## src/rtl/scl_timer_pkg.sv

```systemverilog
package scl_timer_pkg;

  typedef enum logic [1:0] {
    PH_IDLE = 2'd0,
    PH_LOW  = 2'd1,
    PH_HIGH = 2'd2
  } phase_e;

  localparam int SPEED_W = 2;
  localparam logic [SPEED_W-1:0] SPD_FAST = 2'd1;

  // Only the fast code splits the period in three; every other code is standard.
  function automatic logic three_phase(input logic [SPEED_W-1:0] code);
    return code == SPD_FAST;
  endfunction

endpackage

```

## src/rtl/scl_phase_len.sv

```systemverilog
module scl_phase_len
  import scl_timer_pkg::*;
#(
  parameter int BAUD_W = 16,
  parameter int LOW_MULT_FAST = 2,
  localparam int LEN_W = BAUD_W + 1
) (
  input  logic [SPEED_W-1:0] speed_mode_i,
  input  logic [BAUD_W-1:0]  baud_i,
  output logic [LEN_W-1:0]   low_len_o,
  output logic [LEN_W-1:0]   high_len_o
);

  logic [LEN_W-1:0] baud_ext;
  logic [LEN_W-1:0] fast_low;

  assign baud_ext = {1'b0, baud_i};

  generate
    if (LOW_MULT_FAST == 2) begin : g_shift
      assign fast_low = {baud_i, 1'b0};
    end else begin : g_mult
      assign fast_low = LEN_W'(baud_ext * LEN_W'(LOW_MULT_FAST));
    end
  endgenerate

  always_comb begin
    high_len_o = baud_ext;
    low_len_o  = three_phase(speed_mode_i) ? fast_low : baud_ext;
  end

endmodule

```

## src/rtl/scl_phase_fsm.sv

```systemverilog
module scl_phase_fsm
  import scl_timer_pkg::*;
#(
  parameter int LEN_W = 17
) (
  input  logic             clk,
  input  logic             rst,
  input  logic             run_i,
  input  logic [LEN_W-1:0] low_len_i,
  input  logic [LEN_W-1:0] high_len_i,
  input  logic             scl_in_i,
  output logic             scl_low_o,
  output logic             smp_tick_o,
  output logic             enter_low_o,
  output logic             stretch_end_o,
  output logic             idle_o
);

  phase_e           phase_q;
  logic [LEN_W-1:0] cnt_q;
  logic             armed_q;
  logic             stretched_q;
  logic             hi_seen;
  logic             cnt_zero;

  always_comb begin
    cnt_zero      = (cnt_q == '0);
    hi_seen       = (phase_q == PH_HIGH) && armed_q && scl_in_i;
    stretch_end_o = hi_seen && stretched_q;
    idle_o        = (phase_q == PH_IDLE);
    enter_low_o   = run_i && scl_in_i &&
                    ((phase_q == PH_IDLE) || ((phase_q == PH_HIGH) && cnt_zero));
  end

  always_ff @(posedge clk) begin
    if (rst) begin
      phase_q     <= PH_IDLE;
      cnt_q       <= '0;
      scl_low_o   <= 1'b0;
      smp_tick_o  <= 1'b0;
      armed_q     <= 1'b0;
      stretched_q <= 1'b0;
    end else begin
      smp_tick_o <= hi_seen;
      unique case (phase_q)
        PH_IDLE: begin
          if (enter_low_o) begin
            phase_q   <= PH_LOW;
            cnt_q     <= low_len_i - 1'b1;
            scl_low_o <= 1'b1;
          end
        end
        PH_LOW: begin
          if (!cnt_zero) begin
            cnt_q <= cnt_q - 1'b1;
          end else if (run_i) begin
            phase_q     <= PH_HIGH;
            cnt_q       <= high_len_i - 1'b1;
            scl_low_o   <= 1'b0;
            armed_q     <= 1'b1;
            stretched_q <= 1'b0;
          end else begin
            phase_q   <= PH_IDLE;
            scl_low_o <= 1'b0;
          end
        end
        PH_HIGH: begin
          if (!scl_in_i) begin
            stretched_q <= 1'b1;
          end else begin
            armed_q     <= 1'b0;
            stretched_q <= 1'b0;
            if (!cnt_zero) begin
              cnt_q <= cnt_q - 1'b1;
            end else if (run_i) begin
              phase_q   <= PH_LOW;
              cnt_q     <= low_len_i - 1'b1;
              scl_low_o <= 1'b1;
            end else begin
              phase_q <= PH_IDLE;
            end
          end
        end
        default: begin
          phase_q   <= PH_IDLE;
          scl_low_o <= 1'b0;
        end
      endcase
    end
  end

endmodule

```

## src/rtl/scl_setup_gate.sv

```systemverilog
module scl_setup_gate #(
  parameter int SETUP_W = 16
) (
  input  logic               clk,
  input  logic               rst,
  input  logic               idle_i,
  input  logic               enter_low_i,
  input  logic               stretch_end_i,
  input  logic [SETUP_W-1:0] setup_i,
  output logic               chg_tick_o
);

  logic [SETUP_W-1:0] su_q;
  logic               pend_q;
  logic               su_done;

  assign su_done = (su_q == '0);

  always_ff @(posedge clk) begin
    if (rst) begin
      su_q       <= '0;
      pend_q     <= 1'b0;
      chg_tick_o <= 1'b0;
    end else begin
      chg_tick_o <= pend_q && su_done;
      if (stretch_end_i) begin
        su_q <= setup_i;
      end else if (!su_done) begin
        su_q <= su_q - 1'b1;
      end
      if (enter_low_i) begin
        pend_q <= 1'b1;
      end else begin
        pend_q <= pend_q && !su_done && !idle_i;
      end
    end
  end

endmodule

```

## src/rtl/scl_baud_timer.sv

```systemverilog
module scl_baud_timer
  import scl_timer_pkg::*;
#(
  parameter int BAUD_W  = 16,
  parameter int SETUP_W = 16
) (
  input  logic               clk,
  input  logic               rst,
  input  logic [BAUD_W-1:0]  baud_cnt_i,
  input  logic [1:0]         speed_mode_i,
  input  logic [SETUP_W-1:0] setup_cnt_i,
  input  logic               scl_in_i,
  output logic               scl_low_o,
  output logic               smp_tick_o,
  output logic               chg_tick_o
);

  localparam int LEN_W = BAUD_W + 1;

  logic [LEN_W-1:0] low_len;
  logic [LEN_W-1:0] high_len;
  logic             run;
  logic             enter_low;
  logic             stretch_end;
  logic             idle;

  assign run = (baud_cnt_i != '0);

  scl_phase_len #(.BAUD_W(BAUD_W)) u_len (
    .speed_mode_i (speed_mode_i),
    .baud_i       (baud_cnt_i),
    .low_len_o    (low_len),
    .high_len_o   (high_len)
  );

  scl_phase_fsm #(.LEN_W(LEN_W)) u_fsm (
    .clk           (clk),
    .rst           (rst),
    .run_i         (run),
    .low_len_i     (low_len),
    .high_len_i    (high_len),
    .scl_in_i      (scl_in_i),
    .scl_low_o     (scl_low_o),
    .smp_tick_o    (smp_tick_o),
    .enter_low_o   (enter_low),
    .stretch_end_o (stretch_end),
    .idle_o        (idle)
  );

  scl_setup_gate #(.SETUP_W(SETUP_W)) u_setup (
    .clk           (clk),
    .rst           (rst),
    .idle_i        (idle),
    .enter_low_i   (enter_low),
    .stretch_end_i (stretch_end),
    .setup_i       (setup_cnt_i),
    .chg_tick_o    (chg_tick_o)
  );

endmodule

```

## config.mk

```make
export PLATFORM = sky130hd
export DESIGN_NAME = scl_baud_timer
export DESIGN_NICKNAME = d
export VERILOG_FILES = /design/src/rtl/scl_timer_pkg.sv /design/src/rtl/scl_phase_len.sv /design/src/rtl/scl_phase_fsm.sv /design/src/rtl/scl_setup_gate.sv /design/src/rtl/scl_baud_timer.sv
export SDC_FILE = /design/constraint.sdc
export NUM_CORES = 1
export LEC_CHECK = 0
export BUFFER_PORTS_ARGS = -buffer_cell sky130_fd_sc_hd__buf_2
export CORE_MARGIN = 3
export CORE_UTILIZATION = 62
export CTS_CLUSTER_SIZE = 25
export DETAILED_ROUTE_END_ITERATION = 7
export HOLD_SLACK_MARGIN = 0.03
export PLACE_DENSITY_LB_ADDON = 0.2
export SLEW_MARGIN = 0
export SYNTH_ARGS = -nofsm -noshare
export SYNTH_HDL_FRONTEND = slang
export SYNTH_SLANG_ARGS = --single-unit
export TNS_END_PERCENT = 20
```

## constraint.sdc

```tcl
create_clock -name clk -period 5.05 [get_ports clk]
set_input_delay 0 -clock clk [delete_from_list [all_inputs] [get_ports clk]]
set_output_delay 0 -clock clk [all_outputs]
set_load 0.05 [all_outputs]
```

Word level (Yosys, flattened, before mapping)
Cells that the tools add are included.
W data, S select, Z words.
Word-level totals
  bits in registers: 41
  input bits: 37
  output and inout bits: 3
Operators by class
  add/sub/neg operators: 4
  equality and inequality tests: 12
  muxes and demuxes: 30
  reductions and logical operators: 23
Operators with widths (count)
  $mux W17: 7
  $pmux W17 S3: 1
  $sub A17 B1 Y17 const B: 2
  $mux W16: 2
  $logic_not A17 Y1: 1
  $sub A16 B1 Y17 const B: 1
  $logic_not A16 Y1: 1
  $reduce_bool A16 Y1: 1
  $sub A16 B1 Y16 const B: 1
  $mux W1: 11
  $mux W2: 5
  $reduce_and A5 Y1: 2
  $logic_and A1 B1 Y1: 9
  $ne A2 B1 Y1 const B: 4
  $reduce_and A4 Y1: 2
  $ne A2 B2 Y1 const B: 3
  $ne A3 B2 Y1 const B: 2
  $pmux W2 S3: 1
  $eq A2 B1 Y1 const B: 2
  $pmux W1 S2: 2
  $pmux W1 S3: 1
  $reduce_and A3 Y1: 1
  $reduce_bool A3 Y1: 1
  $eq A2 B2 Y1 const B: 1
  4 further kinds: 5

Logic depth before layout (Yosys ltp)
  depth in word-level cells: 7
  depth in mapped cells: 12
  gate-level depth less buffers: 10

By module
From an unflattened synthesis, not the netlist that was laid out.
Second synthesis, totals
  cell total of the unflattened synthesis: 473
  area, all modules: 3789.9 um2
Modules (own cells, without submodules)
  scl_phase_fsm: times used 1, cells each 309, area an instance 2344.7 um2, seq. area each 460.4 um2
  scl_setup_gate: times used 1, cells each 121, area an instance 1022.2 um2, seq. area each 360.3 um2
  scl_phase_len: times used 1, cells each 38, area an instance 391.6 um2, seq. area each 0.0 um2
  scl_baud_timer: times used 1, cells each 5, area an instance 31.3 um2, seq. area each 0.0 um2

Least setup slack after synthesis
Ideal clock, no wire load.
  kind: input -> register
  from: input port speed_mode_i[1]
  to: register u_fsm.cnt_q[10]
  arrival time: 2.348 ns
  required time: 4.972 ns
  slack: 2.624 ns
  cell stages on the path: 11
  buffers on the path: 2
  path through: nand2b_1 clkbuf_1 clkbuf_1 nor2_1 a21oi_1 ha_1 nand4_1 or4b_2 a31oi_1 a211oi_1 nor3_1
On the way
  cells in the longest elaborated chain, start to end: 7
  elaborated cells on any way between the ends: 8
RTL lines
  from (decl): RTL line scl_baud_timer.sv:10  | input logic [1:0] speed_mode_i,
  $eq A2 B1 Y1 (*): RTL line scl_timer_pkg.sv:14  | return code == SPD_FAST;
  $mux W17 (*): RTL line scl_phase_len.sv:29  | low_len_o = three_phase(speed_mode_i) ? fast_low : baud_ext;
  $sub A17 B1 Y17 (*): RTL line scl_phase_fsm.sv:49, scl_phase_fsm.sv:77
  $mux W17: RTL line scl_phase_fsm.sv:75  | end else if (run_i) begin
  $mux W17: RTL line scl_phase_fsm.sv:73  | if (!cnt_zero) begin
  $mux W17: RTL line scl_phase_fsm.sv:68  | if (!scl_in_i) begin
  $pmux W17 S3 (*): RTL line scl_phase_fsm.sv:45  | unique case (phase_q)
  to (signal assigned): RTL line scl_phase_fsm.sv:49  | cnt_q <= low_len_i - 1'b1;
  to (signal assigned): RTL line scl_phase_fsm.sv:74  | cnt_q <= cnt_q - 1'b1;
  to (signal assigned): RTL line scl_phase_fsm.sv:77  | cnt_q <= low_len_i - 1'b1;
  to (decl): RTL line scl_phase_fsm.sv:20  | logic [LEN_W-1:0] cnt_q;
Mark *: on every way between the ends. The rest lies on a longest branch, timed or not. The select of a mux whose other input is x is not followed.
A chain may end at the register's enable or synchronous reset.

Final worst setup path
  from: register u_setup.su_q[0]
  to: register u_setup.su_q[5]
On the way
  cells in the longest elaborated chain, start to end: 3
  elaborated cells on any way between the ends: 5
RTL lines
  from (decl): RTL line scl_setup_gate.sv:13  | logic [SETUP_W-1:0] su_q;
  from (signal assigned): RTL line scl_setup_gate.sv:27  | su_q <= setup_i;
  from (signal assigned): RTL line scl_setup_gate.sv:29  | su_q <= su_q - 1'b1;
  $sub A16 B1 Y16: RTL line scl_setup_gate.sv:29
  $mux W16: RTL line scl_setup_gate.sv:28  | end else if (!su_done) begin
  $mux W16: RTL line scl_setup_gate.sv:26  | if (stretch_end_i) begin
Several ways; a longest one is shown, not always the timed one. The select of a mux whose other input is x is not followed.

==> impl_results.md <==
* Status: finished clean
* Crit path arrival time at 2.91 ns
* Synth top cells by count: nor2_1, dfxtp_1, nand2_1
* Top-count cell post-synth: nor2_1
* Clock Tree Buf Depth at 2
* CTS root buf: clkbuf_8
* Avg Cell Area, Syn at 7.41 sq um
* Overall die width at 82.7 um
* Synth area leader: dfxtp_1
* Core area at 5610 sq um
* Dpl ws at 2.28 ns
* Setup TNS at 0 ns
* Post-synth ARST share at 0%
* Clock Skew at 0.0134 ns
* CP endpoint kind: register
* Synth area leaders: dfxtp_1, nor2_1, xnor2_1, a211oi_1, nor3_1
* FF-to-FF End: u_setup.su_q[5]$_SDFFE_PP0P_
* Buf+Inv Stages, Crit Path at 1
* Post-synthesis sequential area ratio at 22.5%
* CP most frequent cell: nor3_1
* Endpoints failing hold at 0
* Crit-path leading delay family: simple AND/OR/NAND/NOR gates
* Hold endpoint: u_fsm.cnt_q[16]$_SDFFE_PP0P_
* Post-CTS Resized at 0
* CTS Buf Count at 5
* Critical-path cell list: inv_1 > ha_1 > nor4b_1 > nand3b_1 > nor3_2 > nor3_1 > a211oi_1 > nor3_1
* Pre-antenna DRT Iters at 6
* Crit start category: register
* Peak Freq at 363 MHz
* Post-route clock period utilization at 54.6%
* Port Buf Inserts at 39
* EDFF count, synth at 0
* Final ANT Viol Nets at 0
* Total Power at 0.00214 W
* Total gr overflow at 0
* Power Density at 528 nW/um^2
* Share of cells above drive strength 1 at 13.8%
* Util after Layout at 72.4%
* Via count at 3945
* Peak supply drop at 0.427 mV
* CTS tree: yes
* Max-cap violations at 0
* Lkg Pwr at 1.52 nW
* Yosys cell types at 68
* Inserted Diodes at 0
* First-pass GRT wire length at 15800 um
* RSZ-0062 raised after global routing: no
* Synthesis-to-finish area growth at 11.3%
* Final worst slack at 2.29 ns
* Worst skew pair latency at 0.30 ns
* RePlAce Congestion at 0.926
* Max incr delay on CP at 0.63 ns
* Worst Path Required at 5.20 ns
* Die height at 82.7 um
* R2r setup slk at 2.29 ns
* Share of the synthesized area in the top cell type at 22.5%
* Total Routing Usage GR at 29.6%
* Reg2reg start: u_setup.su_q[0]$_SDFFE_PP0P_
* H-tree depth at 2
* Initial drt markers at 404
* Vias per cell at 6.64
* Slew margin rel. at 30.8%
* Initial Util at 65.0%
* Min-delay src: baud_cnt_i[15]
* Yosys warnings at 0
* Residual DRC at 0
* CTS clk-pin slew, worst paths at 0.08 ns
* Final setup viols at 0
* Worst r2r path cells at 8
* Tmin final at 2.76 ns
* Seq cells post-synth at 41
* Row cnt at 27
* I/O Pins at 40
* HPWL after detailed placement at 7020 um
* Drt wl/cell at 16.9 um
* Detailed Route WL at 10000 um
* Critical path type: register to register
* Worst path slowest cell: nor3_2
* WHS Path Cells at 4
* Vias in the first global route at 3488
* Post-Syn Instances at 492
* Min Hold Slack at 0.142 ns
* Worst Max-Slew Pin Slew at 1.04 ns
* Setup Buffers After CTS at 0
* Post-synth net total at 539
* Top_reg_cell synth: dfxtp_1
* Mapped cell area at 3650 sq um
* Slew Limit Fails at 0
* Largest net degree at the start of global routing at 33
* Sink Count at 41
* Hold/Removal Path Class: primary input to register
* Final #Nets at 569
* Die area at 6840 sq um
* Max FO, Critical Path at 9
* Initial antenna violation count at 0
## worst reg2reg max path, cell delays in order, from the launching register on
cell      delay (ns)
dfxtp_1         0.35
inv_1           0.06
ha_1            0.18
nor4b_1         0.59
nand3b_1        0.31
nor3_2          0.63
nor3_1          0.12
a211oi_1        0.29
nor3_1          0.09
## sequential cells by signal (all words and copies together) (netlist names)
name                count
u_fsm.stretched_q       1
u_fsm.cnt_q            17
u_fsm.smp_tick_o        1
u_setup.pend_q          1
u_setup.su_q           16
u_setup.chg_tick_o      1
u_fsm.armed_q           1
u_fsm.phase_q           2
u_fsm.scl_low_o         1
## worst max-delay path by stage
stage | start | to | cells after the start
2_1_floorplan | speed_mode_i[1] | u_fsm.cnt_q[10]$_SDFFE_PP0P_ | 11
3_3_place_gp | speed_mode_i[1] | u_fsm.cnt_q[10]$_SDFFE_PP0P_ | 10
3_5_place_dp | speed_mode_i[1] | u_fsm.cnt_q[10]$_SDFFE_PP0P_ | 10
4_1_cts | u_setup.su_q[0]$_SDFFE_PP0P_ | u_setup.su_q[5]$_SDFFE_PP0P_ | 8
5_1_grt | u_setup.su_q[0]$_SDFFE_PP0P_ | u_setup.su_q[5]$_SDFFE_PP0P_ | 8
6_report | u_setup.su_q[0]$_SDFFE_PP0P_ | u_setup.su_q[5]$_SDFFE_PP0P_ | 8
## metrics by stage
| step | instance area, sq um | instances |
|---|---|---|
| after CTS | 4060 | 594 |
| after floorplan | 3650 | 492 |
| after global placement | 3780 | 570 |
| final | 4060 | 594 |
| after detailed placement | 3780 | 570 |
| after global routing | 4060 | 594 |
## power by group
part           total (W)  internal (W)  leakage (nW)  switching (W)
Combinational    0.00129      0.000519          1.13       0.000773
Clock           0.000261      0.000144        0.0540       0.000117
Sequential      0.000591      0.000451         0.338       0.000140
Total            0.00214       0.00111          1.52        0.00103
## metal layers
layer / up-vias / part of all wire, % / track usage [%]
met5: - / 0 / 0
met4: 0 / 2.6 / 10.5
li1: 1907 / - / -
met3: 27 / 8.1 / 6.07
met2: 183 / 46 / 46.9
met1: 1828 / 44 / 39.7
## cell usage in the layout, fill, tap and decap left out, drive strengths merged, types with 3 or more instances in the layout
cell          n
nand3        15
clkbuf        5
nor2         66
or2           3
a21o          5
and2          5
o31a          3
xnor2        21
nor3         32
xor2         10
mux2i         9
dlygate4sd3  17
nor3b         3
nand3b        4
and3          3
o31ai         5
buf          41
o21ai        16
nand4         8
or3          11
nand2        34
inv          14
nor4         10
o311ai        3
or4           7
a21oi        25
nor4b         5
o211ai        7
ha           10
nor2b         4
a211oi       29
o22ai         6
dfxtp        41
a31oi        13
## logic make-up after synthesis
kind of cell | after synthesis | synth area share (%)
AOI/OAI and AO/OA | 132 | 26.0
xor gates and xnor gates | 31 | 7.45
adders and majority gates | 10 | 3.43
buffers and inverters | 49 | 5.87
DFF | 41 | 22.5
muxes | 9 | 2.47
and+or+nand+nor | 220 | 32.3
## final cells by class
class	instances	area, sq um
fillers	478	1550
multi-input cells	402	2610
inverters	14	52.6
flip-flops and latches	41	821
well taps	72	90.1
repair buffers	58	380
clock buffers	5	68.8
clock inverters	2	35.0
## timing repair
| item | 4_1_cts | 5_1_grt |
|---|---|---|
| setup endpoints to repair | 0 | 0 |
| endpoints found under the hold margin | 17 | 0 |
| hold buffers | 17 | 0 |
Note: power is estimated with default switching activity, not from simulation.
